File: src/rtl/qpsk_modulator.sv
module qpsk_modulator #(
  parameter int SPS = 8,
  parameter int NTAPS = 25,
  parameter int DW = 12,
  parameter int PHASE_W = 10,
  parameter int unsigned FCW = 1 << (PHASE_W - 2)
) (
  input  logic                 clk,
  input  logic                 rst,
  input  logic                 in_valid,
  output logic                 in_ready,
  input  logic                 in_bit,
  output logic                 out_valid,
  output logic signed [DW-1:0] out_data
);
  localparam int CW  = $clog2(SPS);
  localparam int MID = (NTAPS - 1) / 2;
  localparam int AW  = DW + $clog2(NTAPS);
  localparam logic signed [AW-1:0] TOP = AW'((2 ** (DW - 1)) - 1);
  localparam logic signed [AW-1:0] BOT = -TOP;

  logic [CW-1:0]      slot;
  logic [1:0]         held;
  logic               bit_i, bit_q;
  logic [NTAPS-1:0]   nz, ni, nq;
  logic [PHASE_W-1:0] ph;
  logic               v1;
  logic signed [AW-1:0] acc_i, acc_q;
  logic signed [DW-1:0] fi, fq;
  logic               take;

  function automatic logic signed [AW-1:0] coef(input int k);
    int d;
    d = (k > MID) ? k - MID : MID - k;
    case (d)
      0:  return AW'(1024);
      1:  return AW'(994);
      2:  return AW'(908);
      3:  return AW'(777);
      4:  return AW'(615);
      5:  return AW'(439);
      6:  return AW'(269);
      7:  return AW'(119);
      9:  return AW'(-81);
      10: return AW'(-125);
      11: return AW'(-137);
      12: return AW'(-123);
      default: return '0;
    endcase
  endfunction

  function automatic logic signed [DW-1:0] clamp(input logic signed [AW-1:0] v);
    if (v > TOP) return TOP[DW-1:0];
    if (v < BOT) return BOT[DW-1:0];
    return v[DW-1:0];
  endfunction

  assign in_ready = (held != 2'd2);
  assign take     = (slot == '0) && (held == 2'd2);

  always_ff @(posedge clk) begin
    if (rst) begin
      slot  <= '0;
      held  <= '0;
      bit_i <= 1'b0;
      bit_q <= 1'b0;
      nz    <= '0;
      ni    <= '0;
      nq    <= '0;
    end else begin
      slot <= (slot == CW'(SPS - 1)) ? '0 : slot + 1'b1;
      if (take) begin
        held <= '0;
      end else if (in_valid && in_ready) begin
        if (held == 2'd0) bit_i <= in_bit;
        else              bit_q <= in_bit;
        held <= held + 1'b1;
      end
      nz <= {nz[NTAPS-2:0], take};
      ni <= {ni[NTAPS-2:0], take & bit_i};
      nq <= {nq[NTAPS-2:0], take & bit_q};
    end
  end

  always_comb begin
    acc_i = '0;
    acc_q = '0;
    for (int k = 0; k < NTAPS; k++) begin
      if (nz[k]) begin
        acc_i = ni[k] ? acc_i - coef(k) : acc_i + coef(k);
        acc_q = nq[k] ? acc_q - coef(k) : acc_q + coef(k);
      end
    end
  end

  always_ff @(posedge clk) begin
    if (rst) begin
      fi        <= '0;
      fq        <= '0;
      ph        <= '0;
      v1        <= 1'b0;
      out_valid <= 1'b0;
      out_data  <= '0;
    end else begin
      fi        <= clamp(acc_i);
      fq        <= clamp(acc_q);
      ph        <= ph + PHASE_W'(FCW);
      v1        <= 1'b1;
      out_valid <= v1;
      case (ph[PHASE_W-1 -: 2])
        2'd0:    out_data <= fi;
        2'd1:    out_data <= -fq;
        2'd2:    out_data <= -fi;
        default: out_data <= fq;
      endcase
    end
  end
endmodule

File: config.mk
export PLATFORM = sky130hd
export DESIGN_NAME = qpsk_modulator
export DESIGN_NICKNAME = d
export VERILOG_FILES = /design/src/rtl/qpsk_modulator.sv
export SDC_FILE = /design/constraint.sdc
export NUM_CORES = 1
export LEC_CHECK = 0
export ABC_AREA = 0
export BUFFER_PORTS_ARGS = -buffer_cell sky130_fd_sc_hd__buf_2
export CAP_MARGIN = 10
export CELL_PAD_IN_SITES_DETAIL_PLACEMENT = 1
export CELL_PAD_IN_SITES_GLOBAL_PLACEMENT = 1
export CORE_MARGIN = 2
export CORE_UTILIZATION = 40
export DETAILED_ROUTE_END_ITERATION = 10
export PLACE_DENSITY_LB_ADDON = 0.15
export SYNTH_ARGS = -nofsm -noshare
export SYNTH_HDL_FRONTEND = slang
export SYNTH_SLANG_ARGS = --single-unit
export TNS_END_PERCENT = 30
File: constraint.sdc
create_clock -name clk -period 28.4 [get_ports clk]
set_input_delay 2.84 -clock clk [delete_from_list [all_inputs] [get_ports clk]]
set_output_delay 2.84 -clock clk [all_outputs]
set_load 0.01 [all_outputs]
==> flow_summary.yaml, run 1 <==
status:
  status: "complete, no violations"
synth:
  synth_seq_cells: 122
  synth_flop_cell: "dfxtp_1"
  yosysTopAreaCell: "ha_1"
  synth_top_area_share_pct: 16.6
  syn_area_sq_mm: 0.0462
  syn-num-nets: 7314
  synth_area_per_cell_sq_um: 6.94
  yosysWarnings: 0
  synth_edf_count: 0
  synth_area_leaders: "ha_1 (17%), xnor2_1 (6.0%), a21oi_1 (6.0%)"
  synth_cell_type_count: 99
  ys_seq_area_share_pct: 5.29
  synth_cells: 6655
  ys_async_sr_fraction_pct: 0
die:
  die_h_um: 344
  ios: 18
  die-area_sq_mm: 0.118
  rows: 124
  start_util_pct: 40.4
  coreArea_sq_mm: 0.114
  die_w_um: 344
place:
  hpwl_mm: 172
  place_area_sq_mm: 0.0516
  dp_slack_ns: -0.660
  numPortBuffers: 17
  gp_congestion: 0.993
timing:
  worst_pin_slew_ns: 1.34
  holdWs_ns: 0.443
  max_freq_mhz: 36.9
  slew_viol_final: 0
  final-hold-violation-count: 0
  setup_viol: 0
  clock-skew-final_ns: 0.0227
  worst_slack_ns: 1.33
  rsz0062_at_grt: "yes"
  slew_headroom_pct: 9.13
  min_period_over_period_pct: 95.3
  finalSetupTns_ns: 0
  period_needed_ns: 27.07
routing:
  ant_nets: 0
  routed-via-count: 54300
  drtIter0Drc: 3527
  drc: 0
  wire_per_inst_um: 24.7
  wirelength_mm: 212
  first_pass_iters: 6
  via_per_inst: 6.32
setup_path:
  cp-start-kind: "flip-flop"
  r2r_slack_ns: 1.33
  cp_slowest_cell: "a2111oi_1"
  r2r-start: "nz[0]"
  critPathKind: "flip-flop to flip-flop"
  critPathArrivalTime_ns: 27.47
  cp.required_ns: 28.80
  path_max_fanout: 7
  end_kind: "flip-flop"
  rr_endpoint: "fq[1]"
  rr_worst_depth: 124
  crit_top_cell: "ha_1"
  max_stage_delay_ns: 0.58
min_path:
  hold_path_depth: 1
  holdCritPathClass: "flip-flop to flip-flop"
  min_to: "nq[5]"
  min_from: "nq[4]"
power_and_ir_drop:
  max-vdd-ir-drop_v: 0.0000370
  finalPower_mw: 0.917
  p_leak_nw: 25.9
  pwr_density_cell_mw_per_mm2: 17.1
layout:
  syn2layout_area_growth_pct: 16.3
  layout.nets: 7737
  drive_gt1_share_pct: 15.4
  fin_area_sq_mm: 0.0537
  final.fill_count: 14700
clocking:
  tritoncts: "built"
  clockRootBuffer: "clkbuf_16"
  clkTransAtPathRegs_ns: 0.07
  clkLatencyLatePin_ns: 0.55
  htree_num_levels: 4
  cts_buffers: 17
  cts_buffer_depth: 2
  cts_sinks: 122
global_route:
  antenna_found_initial: 3
  grt_max_degree: 64
  grt_use_total_pct: 34.7
  grt_overflow_total: 0
  grt_pass1_vias: 54100
  grt_pass1_wl_mm: 320
job:
  maxCapViolCount: 0
-- how the worst max path moves through the flow --
stage               endpoint  slack, ns  startpoint
global placement       fq[1]      -0.25       nz[0]
global route           fq[1]      -0.18       nz[0]
CTS                    fq[1]       0.03       nz[0]
detailed placement     fq[1]      -0.66       nz[0]
finish                 fq[1]       1.33       nz[0]
floorplan              fi[3]       2.73       nz[0]
-- registers in the layout, indices dropped and copies added, names as in the netlist, 2 cells and up --
| name | flops |
|---|---|
| ni | 25 |
| nq | 25 |
| nz | 25 |
| fi | 12 |
| fq | 12 |
| out_data | 12 |
| slot | 3 |
| held | 2 |
| ph | 2 |
-- worst max-delay path: cells and delay by family (launching register included) --
family	cells	cell delay, ns
AO/OA/AOI/OAI	43	8.57
adder cells (fa/ha/maj)	20	8.20
AND/OR/NAND/NOR	30	4.39
XOR/XNOR	14	2.78
buffers and inverters	14	1.75
multiplexers	3	0.75
flip-flops	1	0.37
-- layout make-up --
class / count / area (sq um) / area share, %
multi-input combinational: 5965 / 42600 / 79.5
timing repair buffer: 638 / 4770 / 8.88
sequential: 122 / 2470 / 4.60
tap: 1512 / 1890 / 3.52
inverter: 334 / 1260 / 2.34
clock buffer: 19 / 453 / 0.844
clock inverter: 12 / 186 / 0.347
antenna: 1 / 2.50 / 0.00466
-- cells by family after synthesis --
| family | count (synthesis) | share of synthesized area (%) |
|---|---|---|
| buffers and inverters | 568 | 4.64 |
| xor gates and xnor gates | 512 | 10.3 |
| DFF | 122 | 5.29 |
| AOI/OAI and AO/OA | 2317 | 33.7 |
| muxes | 168 | 3.88 |
| and+or+nand+nor | 2313 | 23.7 |
| adders and majority gates | 655 | 18.5 |
-- placed cells by master (no fill, tap or decap), types with 30 or more instances in the layout --
cell type | Yosys | routed
nor3_1 | 157 | 151
o21ai_0 | 428 | 395
o31ai_1 | 61 | 56
nand2_1 | 671 | 669
a211oi_1 | 84 | 74
nand4_1 | 55 | 55
nor2b_1 | 90 | 87
dfxtp_1 | 122 | 103
nand3_1 | 158 | 158
o2111ai_1 | 33 | 32
and2_1 | 49 | 46
a21o_1 | 205 | 205
o21ai_1 | 15 | 40
or2_2 | 42 | 42
o211ai_1 | 82 | 82
xor2_1 | 174 | 165
mux2_2 | 85 | 85
o21a_1 | 146 | 144
or3_1 | 69 | 68
a21oi_1 | 554 | 519
inv_1 | 324 | 324
a31oi_1 | 111 | 105
fa_1 | 44 | 43
nor2_1 | 676 | 669
o21bai_1 | 62 | 62
a211o_1 | 41 | 41
xnor2_1 | 317 | 312
ha_1 | 611 | 589
and3_1 | 70 | 70
a21boi_0 | 48 | 41
nor4_1 | 35 | 31
mux2i_1 | 82 | 78
nand3b_1 | 30 | 30
nand2b_1 | 110 | 109
buf_4 | 0 | 620
a21oi_2 | 4 | 36
-- report_power, final --
part	leakage (nW)	total (mW)	internal, mW	switching (mW)
sequential	0.998	0.189	0.180	0.00928
combinational	24.6	0.453	0.199	0.255
clock	0.303	0.274	0.152	0.122
-- repair_timing --
action / in CTS / in global routing
hold endpoints to repair: 0 / 0
gates resized for setup: 14 / 241
hold buffers: 0 / 0
pin swaps: 1 / 54
setup buffers: 1 / 51
setup endpoints to repair: 12 / 24
-- metrics by stage --
stage | utilization, % | cells
6_report | 46.9 | 8603
5_1_grt | 46.9 | 8602
4_1_cts | 45.7 | 8551
3_5_place_dp | 45.1 | 8519
3_3_place_gp | 45.1 | 8519
2_1_floorplan | - | 6655
-- synthesized netlist by cell type, types with 85 or more instances --
library cell  instances
a21o_1              205
nand2_1             671
ha_1                611
xnor2_1             317
nand3_1             158
nand2b_1            110
nor3_1              157
o21ai_0             428
xor2_1              174
o21a_1              146
a31oi_1             111
nor2_1              676
inv_1               324
mux2_2               85
nor2b_1              90
dfxtp_1             122
clkbuf_1            179
a21oi_1             554
-- routing by layer --
metal / share of wire, % / wire length, um / vias up / track usage [%]
li1: - / - / 25600 / -
met1: 43 / 91100 / 26900 / 43.1
met2: 46 / 97900 / 1445 / 58.3
met3: 4.8 / 10200 / 459 / 4.31
met4: 6.1 / 13000 / 2 / 18.3
met5: 0.0061 / 13 / - / 0
(Power assumes the default switching activity.)
==> run 2, diff against run 1 <==
--- a/config.mk
+++ b/config.mk
@@ -13,4 +13,5 @@
 export CORE_MARGIN = 2
 export CORE_UTILIZATION = 40
+export CTS_BUF_LIST = sky130_fd_sc_hd__clkbuf_16
 export DETAILED_ROUTE_END_ITERATION = 10
 export PLACE_DENSITY_LB_ADDON = 0.15
==> constraint.sdc (replaced) <==
create_clock -name clk -period 28.4 [get_ports clk]
set_input_delay 2.84 -clock clk [delete_from_list [all_inputs] [get_ports clk]]
set_output_delay 2.84 -clock clk [all_outputs]
set_load 0.1 [all_outputs]
==> flow_summary.yaml, run 2 (same netlist as run 1, synthesis figures left out) <==
timing:
  max_freq_mhz: 37.0
  worst_slack_ns: 1.40
  slew_viol_final: 0
  setup_viol: 0
  worst_pin_slew_ns: 1.37
  final-hold-violation-count: 0
  slew_headroom_pct: 7.61
  rsz0062_at_grt: "yes"
  clock-skew-final_ns: 0.0246
  period_needed_ns: 27.00
  min_period_over_period_pct: 95.1
place:
  numPortBuffers: 17
  dp_slack_ns: -0.660
  gp_congestion: 0.993
  post-place-cells: 8519
  hpwl_mm: 172
layout:
  final.fill_count: 14700
  fin_cells: 8598
  syn2layout_area_growth_pct: 16.2
  mostFrequentLayoutCells: "nand2_1 (669), nor2_1 (668), buf_4 (615), ha_1 (589), a21oi_1 (519)"
  drive_gt1_share_pct: 15.3
  final_common_cell: "nand2_1"
  top_regs: "ni x25, nq x25, nz x25"
  postLayoutCoreUtil_pct: 46.9
  layout.nets: 7732
power_and_ir_drop:
  power_frac_clock_pct: 28.9
  p_int_mw: 0.524
  power_frac_seq_pct: 20.3
  p_switching_mw: 0.408
  max-vdd-ir-drop_v: 0.0000371
  p_sw_share_pct: 43.8
  p_leak_nw: 25.9
  pwr-share-comb_pct: 50.8
  pwr_density_cell_mw_per_mm2: 17.4
routing:
  first_pass_iters: 5
  wire_per_inst_um: 24.7
  drtIter0Drc: 3563
  drc: 0
  wirelength_mm: 212
  routed-via-count: 54300
  via_per_inst: 6.31
  ant_nets: 0
setup_path:
  cp_slowest_cell: "fa_1"
  crit_top_cell: "ha_1"
  path_max_fanout: 7
  critPathArrivalTime_ns: 27.40
  critPathKind: "flip-flop to flip-flop"
  max_stage_delay_ns: 0.57
  end_kind: "flip-flop"
  cp.required_ns: 28.80
  critical_path_buf_inv_count: 14
  critPathTopFamily: "compound AO/OA/AOI/OAI gates"
  cp-start-kind: "flip-flop"
die:
  die-area_sq_mm: 0.118
  ios: 18
  start_util_pct: 40.4
  rows: 124
  die_h_um: 344
  die_w_um: 344
  coreArea_sq_mm: 0.114
clocking:
  tritoncts: "built"
  clkLatencyLatePin_ns: 0.56
  clockRootBuffer: "clkbuf_16"
  clkTransAtPathRegs_ns: 0.07
  cts_buffers: 17
  cts_sinks: 122
  htree_num_levels: 4
  cts_buffer_depth: 2
global_route:
  grt_use_total_pct: 34.7
  antenna_found_initial: 4
  grt_overflow_total: 0
  grt_pass1_vias: 54100
  grt_pass1_wl_mm: 320
  grt_max_degree: 64
min_path:
  holdCritPathClass: "flip-flop to flip-flop"
status:
  status: "complete, no violations"
job:
  maxCapViolCount: 0
-- run 2: worst reg2reg max path, delay by kind of cell, from the launching register on --
| family | cells | cell delay (ns) |
|---|---|---|
| AO/OA/AOI/OAI | 43 | 8.65 |
| XOR/XNOR | 14 | 2.64 |
| adder cells (fa/ha/maj) | 20 | 8.38 |
| buffers and inverters | 14 | 1.76 |
| flip-flops | 1 | 0.37 |
| multiplexers | 3 | 0.75 |
| AND/OR/NAND/NOR | 30 | 4.30 |
-- run 2: routing by layer --
layer | up-vias | share of wire (%) | GRT usage [%]
met5 | - | 0.0061 | 0
met4 | 2 | 6.1 | 18.8
met3 | 436 | 5.0 | 4.18
met2 | 1453 | 46 | 58.1
met1 | 26800 | 43 | 43.1
li1 | 25600 | - | -
-- run 2: area by class of cell --
type	count	area, sq um	share of cell area [%]
sequential	122	2470	4.60
tap	1512	1890	3.53
inverter	334	1260	2.34
clock inverter	14	194	0.362
antenna	1	2.50	0.00467
clock buffer	17	425	0.793
multi-input combinational	5965	42700	79.6
timing repair buffer	633	4730	8.82
-- run 2: metrics by stage --
step                      total power [mW]  hold WS, ns  instance area (sq um)  setup TNS [ns]
after floorplan                      0.499        0.414                  46200               0
final                                0.933        0.442                  53600               0
after CTS                            0.918        0.444                  52200               0
after global placement               0.631        0.424                  51600           -1.94
after global routing                 0.980        0.453                  53600           -1.99
after detailed placement             0.642        0.427                  51600           -6.85
-- run 2: worst paths after layout --
| check | slack [ns] | cells past startpoint | end | from |
|---|---|---|---|---|
| worst min register to register | 0.44 | 1 | nq[5] | nq[4] |
| worst max-delay path | 1.40 | 124 | fq[1] | nz[0] |
| worst min-delay path | 0.44 | 1 | nq[5] | nq[4] |
| worst max register to register | 1.40 | 124 | fq[1] | nz[0] |
-- run 2: what timing repair did --
action | 4_1_cts | 5_1_grt
hold buffers | 0 | 0
gates cloned | 0 | 0
setup buffers | 1 | 46
endpoints found under the setup margin | 12 | 24
pin swaps | 1 | 47
gates resized for setup | 11 | 247
-- run 2: power groups by stage --
stage                     registers [mW]  clock network [mW]  logic, mW
after floorplan                    0.210                   0      0.289
after global placement             0.192                   0      0.439
after detailed placement           0.192                   0      0.450
after CTS                          0.189               0.276      0.454
after global routing               0.190               0.276      0.515
final                              0.189               0.270      0.474
